`config.mk`:
```
export PLATFORM = sky130hd
export DESIGN_NAME = gamma_pingpong
export DESIGN_NICKNAME = d
export VERILOG_FILES = /design/src/rtl/gamma_pingpong.sv
export SDC_FILE = /design/constraint.sdc
export NUM_CORES = 1
export LEC_CHECK = 0
export ABC_AREA = 0
export BUFFER_PORTS_ARGS = -buffer_cell sky130_fd_sc_hd__buf_2
export CAP_MARGIN = 20
export CORE_ASPECT_RATIO = 0.7
export CORE_MARGIN = 2
export CORE_UTILIZATION = 35
export DETAILED_ROUTE_END_ITERATION = 6
export PLACE_DENSITY = 0.5
export SKIP_CTS_REPAIR_TIMING = 1
export SYNTH_ARGS = -nofsm -noshare
export SYNTH_HDL_FRONTEND = slang
export SYNTH_SLANG_ARGS = --single-unit
```
`constraint.sdc`:
```
create_clock -name clk -period 10.5 [get_ports clk]
set_input_delay 2.625 -clock clk [delete_from_list [all_inputs] [get_ports clk]]
set_output_delay 2.625 -clock clk [all_outputs]
set_load 0.005 [all_outputs]
```
`src/rtl/gamma_pingpong.sv`:
```
module gamma_pingpong #(
  parameter int DW = 8,
  parameter int SEG_BITS = 3,
  parameter int HW = 16
) (
  input  logic          clk,
  input  logic          rst_n,
  input  logic          host_we,
  input  logic [1:0]    host_addr,
  input  logic [HW-1:0] host_wdata,
  input  logic          frame_start,
  input  logic          pix_valid,
  input  logic [DW-1:0] pix_r,
  input  logic [DW-1:0] pix_g,
  input  logic [DW-1:0] pix_b,
  output logic          out_valid,
  output logic [DW-1:0] out_r,
  output logic [DW-1:0] out_g,
  output logic [DW-1:0] out_b,
  output logic [1:0]    cur_mode,
  output logic          cur_sel
);
  localparam int ENTRIES = (1 << SEG_BITS) + 1;
  localparam int FB = DW - SEG_BITS;
  localparam int IW = $clog2(ENTRIES + 1);
  localparam int TW = DW + FB + 1;
  localparam logic [FB:0] ONE = (FB+1)'(1) << FB;

  logic [DW-1:0] lut [2][3][ENTRIES];
  logic [1:0]    mode_q;
  logic          sel_q, hsel_q;
  logic [2:0]    mask_q;
  logic [IW-1:0] idx_q;
  logic [DW-1:0] pin [3];
  logic [DW-1:0] res [3];
  logic [DW-1:0] pout [3];

  wire data_wr = host_we && host_addr == 2'd3 && idx_q < IW'(ENTRIES);
  wire lut_on  = cur_mode == 2'd2;

  assign pin[0] = pix_r;
  assign pin[1] = pix_g;
  assign pin[2] = pix_b;
  assign out_r = pout[0];
  assign out_g = pout[1];
  assign out_b = pout[2];

  always_ff @(posedge clk) begin
    if (!rst_n) begin
      mode_q <= '0; sel_q <= 1'b0; hsel_q <= 1'b0; mask_q <= 3'd7;
      idx_q <= '0; cur_mode <= '0; cur_sel <= 1'b0;
      for (int b = 0; b < 2; b++)
        for (int c = 0; c < 3; c++)
          for (int e = 0; e < ENTRIES; e++) lut[b][c][e] <= '0;
    end else begin
      if (frame_start) begin
        cur_mode <= mode_q;
        cur_sel  <= sel_q;
      end
      if (host_we) begin
        case (host_addr)
          2'd0: begin mode_q <= host_wdata[1:0]; sel_q <= host_wdata[4]; end
          2'd1: begin mask_q <= host_wdata[2:0]; hsel_q <= host_wdata[8]; end
          2'd2: idx_q <= host_wdata[IW-1:0];
          default: ;
        endcase
      end
      if (data_wr) begin
        for (int c = 0; c < 3; c++)
          if (mask_q[2-c]) lut[hsel_q][c][idx_q] <= host_wdata[DW-1:0];
        idx_q <= idx_q + 1'b1;
      end
    end
  end

  for (genvar c = 0; c < 3; c++) begin : g_ch
    logic [SEG_BITS-1:0] seg;
    logic [SEG_BITS:0]   seg1;
    logic [FB-1:0]       frac;
    logic [DW-1:0]       e0, e1;
    logic [TW-1:0]       acc;
    assign seg  = pin[c][DW-1:FB];
    assign frac = pin[c][FB-1:0];
    assign seg1 = {1'b0, seg} + 1'b1;
    assign e0   = lut[cur_sel][c][seg];
    assign e1   = lut[cur_sel][c][seg1];
    assign acc  = TW'(e0) * TW'(ONE - {1'b0, frac}) + TW'(e1) * TW'(frac);
    assign res[c] = acc[FB+DW-1:FB];

    always_ff @(posedge clk) begin
      if (!rst_n) pout[c] <= '0;
      else if (pix_valid) pout[c] <= lut_on ? res[c] : pin[c];
    end
  end

  always_ff @(posedge clk) begin
    if (!rst_n) out_valid <= 1'b0;
    else out_valid <= pix_valid;
  end
endmodule


```
==> impl_metrics.tcl <==
set metrics [dict create \
    reg2reg_slack_ns 2.51 \
    ys_seq_elements 472 \
    netlist_top_cells_area "edfxtp_1 (44%), fa_1 (11%), mux4_2 (10%), ha_1 (5.1%), mux2i_1 (4.9%)" \
    synth_area_leader_cell "edfxtp_1" \
    track_usage 0.209 \
    critPathCaptureType "flip-flop" \
    ys_types 72 \
    maxSlewHeadroom 0.213 \
    holdCritPathClass "reg2reg" \
    critPathLaunchType "input port" \
    route.vias.total 20800 \
    rows 91 \
    synth_nets 2865 \
    cts.htree.levels 2 \
    leakage_nw 13.3 \
    critPathKind "in2reg" \
    mostFrequentLayoutCell "edfxtp_1" \
    antenna_left 0 \
    drv_slew 0 \
    crit_fanout 7 \
    stdcell_count 3834 \
    area_growth_pct 12.6 \
    cpLargestDelayFamily "adder cells" \
    grt_max_degree 57 \
    hpwl_microns 68700 \
    seqCellArea_sq_um 14000 \
    violations "design-rule violations" \
    cts_buffers 52 \
    tightest_slew_ns 1.18 \
    grt_pass1_wl_microns 140000 \
    io_pins 75 \
    die_area_sq_um 91300 \
    period_minus_slack_ns 9.27 \
    grt_setup_unrepaired "no" \
    clk_pin_slew_worst_paths_ns 0.06 \
    via_per_inst 5.43 \
    gp_congestion 0.843 \
    seq_area_frac_synth 0.450 \
    start_util 0.353 \
    fillCellCount 8457 \
    synth.avg_cell_area_sq_um 12.4 \
    synthArstFlopShare 0 \
    layout-drive-gt1-share 0.166 \
    clock_skew_ns 0.0481 \
    cts_tree "yes" \
    crit_chain "buf_2 -> ha_1 -> xnor2_1 -> mux4_2 -> mux2i_1 -> a22oi_1 -> nand2b_1 -> fa_1 -> fa_1 -> fa_1 -> fa_1 -> fa_1 -> inv_1 -> ha_1 -> a21o_1 -> a21oi_1 -> nor2b_1 -> a311oi_1 -> buf_4 -> o311a_1 -> nor2b_1 -> xor2_1 -> o21ai_1" \
    die_x_microns 360 \
    netlist_instances 2513 \
    clock_power_share 0.298 \
    totalWireLength_microns 94800 \
    drc_errors 15 \
    worstPathRequired_ns 10.86 \
    clock_latency_ns 0.65 \
    diodes 0 \
    hold_viol 0 \
    antenna_found_initial 5 \
    fin_crit_sh 0.883 \
    synth_flop_cell "edfxtp_1" \
    overflow 0 \
    multiInputGateArea_sq_um 15500 \
    die_h_microns 253 \
    io_buffers 67 \
    synth_warnings 0 \
    drtIter0Drc 2149 \
    pwr-share-seq 0.337 \
    comb_power_share 0.364 \
    drv_cap 0 \
    arrival_ns 9.63 \
    clock-sinks 472 \
    internal_power_mw 4.25 \
    grt_pass1_vias 20900 \
    crit_path_top_delay_cell "xnor2_1" \
    cpPeakStageDelay_ns 0.82 \
    status "finished, violations left" \
    crit_top_cell "fa_1" \
    synth-edff-count 456 \
    finalSetupViolCount 0 \
    p_switching_mw 2.23 \
    power_density_nw_per_um2 185 \
    p_sw_frac 0.344 \
    netlist_area_sq_um 31100 \
    peakVddDrop_uv 141 \
    nets 2982 \
    coreArea_sq_um 88100 \
    wl_per_cell_microns 24.7 \
    place_inst 3727 \
    clk_path_buf_depth 3 \
    first_pass_iters 7 \
    synth_top_cell_area_share 0.440 \
    mostFrequentLayoutCells "edfxtp_1 (456), nor2_1 (289), inv_1 (265), nand2_1 (203), fa_1 (177)" \
    setup_tns_ns 0 \
    critPathBufInv 3 \
    cts_root_buf "clkbuf_16" \
    fmax_ghz 0.108 \
]
-- logic make-up (layout without fill, tap and decap cells) --
kind of cell,count (synthesis),in the layout,synth area share
XOR/XNOR,46,46,0.0129
multiplexers,317,317,0.159
adder cells (fa/ha/maj),305,305,0.165
buffers and inverters,399,558,0.0529
flip-flops,472,472,0.450
AO/OA/AOI/OAI,258,258,0.0562
AND/OR/NAND/NOR,716,716,0.104
-- sequential cells by signal, indices dropped and copies added, names as in the netlist, named ones only --
register   count
sel_q          1
cur_mode       2
mode_q         2
mask_q         3
hsel_q         1
cur_sel        1
lut          432
pout          24
out_valid      1
idx_q          4
-- routing by layer --
| layer | track usage | part of all wire |
|---|---|---|
| met5 | 0 | 0.00032 |
| met4 | 0.0454 | 0.018 |
| met3 | 0.0543 | 0.089 |
| met2 | 0.288 | 0.40 |
| met1 | 0.323 | 0.49 |
-- worst min-delay path, cell delays in order (launching register included) --
cell     delay, ns
dfxtp_1       0.34
mux2i_1       0.07
nor2_1        0.08
-- path summary, 6_finish.rpt --
| kind | cells after the start | end | startpoint |
|---|---|---|---|
| worst min register to register | 2 | mode_q[0] | mode_q[0] |
| worst max-delay path | 23 | pout[2][5] | pix_b[5] |
| worst min-delay path | 2 | mode_q[0] | mode_q[0] |
| worst max register to register | 22 | pout[1][6] | flip-flop |
-- synth_stat cells (all sizes together) (6+ instances only) --
library cell  number
nand3             28
nor2b             61
clkbuf            73
o22a              17
o21ai             78
mux4             138
a21o              16
clkinv            10
nor2             290
and2              75
a222oi             6
o22ai             19
fa               177
mux2i            153
dfxtp             16
ha               128
o221ai            29
xnor2             28
edfxtp           456
nor3               8
inv              265
buf               51
xor2              18
mux2              26
a21oi             45
nand2b            22
a22oi              8
nand2            203
-- power groups by stage --
stage | Sequential (mW) | Clock (mW) | Combinational [mW]
final | 2.19 | 1.93 | 2.36
after global placement | 2.22 | 0 | 2.32
after detailed placement | 2.23 | 0 | 2.35
after global routing | 2.19 | 2.04 | 2.70
after floorplan | 2.21 | 0 | 1.73
after CTS | 2.19 | 1.98 | 2.38
-- cell type report --
class,instances,share of cell area
clock inverters,34,0.0121
clock buffers,62,0.0388
flip-flops and latches,472,0.400
inverters,275,0.0295
multi-input cells,1642,0.441
well taps,1162,0.0415
repair buffers,187,0.0363
-- through the flow --
step                 util  power (mW)  worst slack, ns  hold WS (ns)  cell area, sq um
CTS                 0.396        6.55             1.30         0.526             34900
global placement    0.376        4.54            0.732         0.489             33100
floorplan               -        3.94             1.18         0.460             31100
finish              0.397        6.48             1.23         0.527             35000
global route        0.397        6.93            0.876         0.552             35000
detailed placement  0.376        4.58            0.667         0.511             33100
Note: power is estimated with default switching activity, not from simulation.
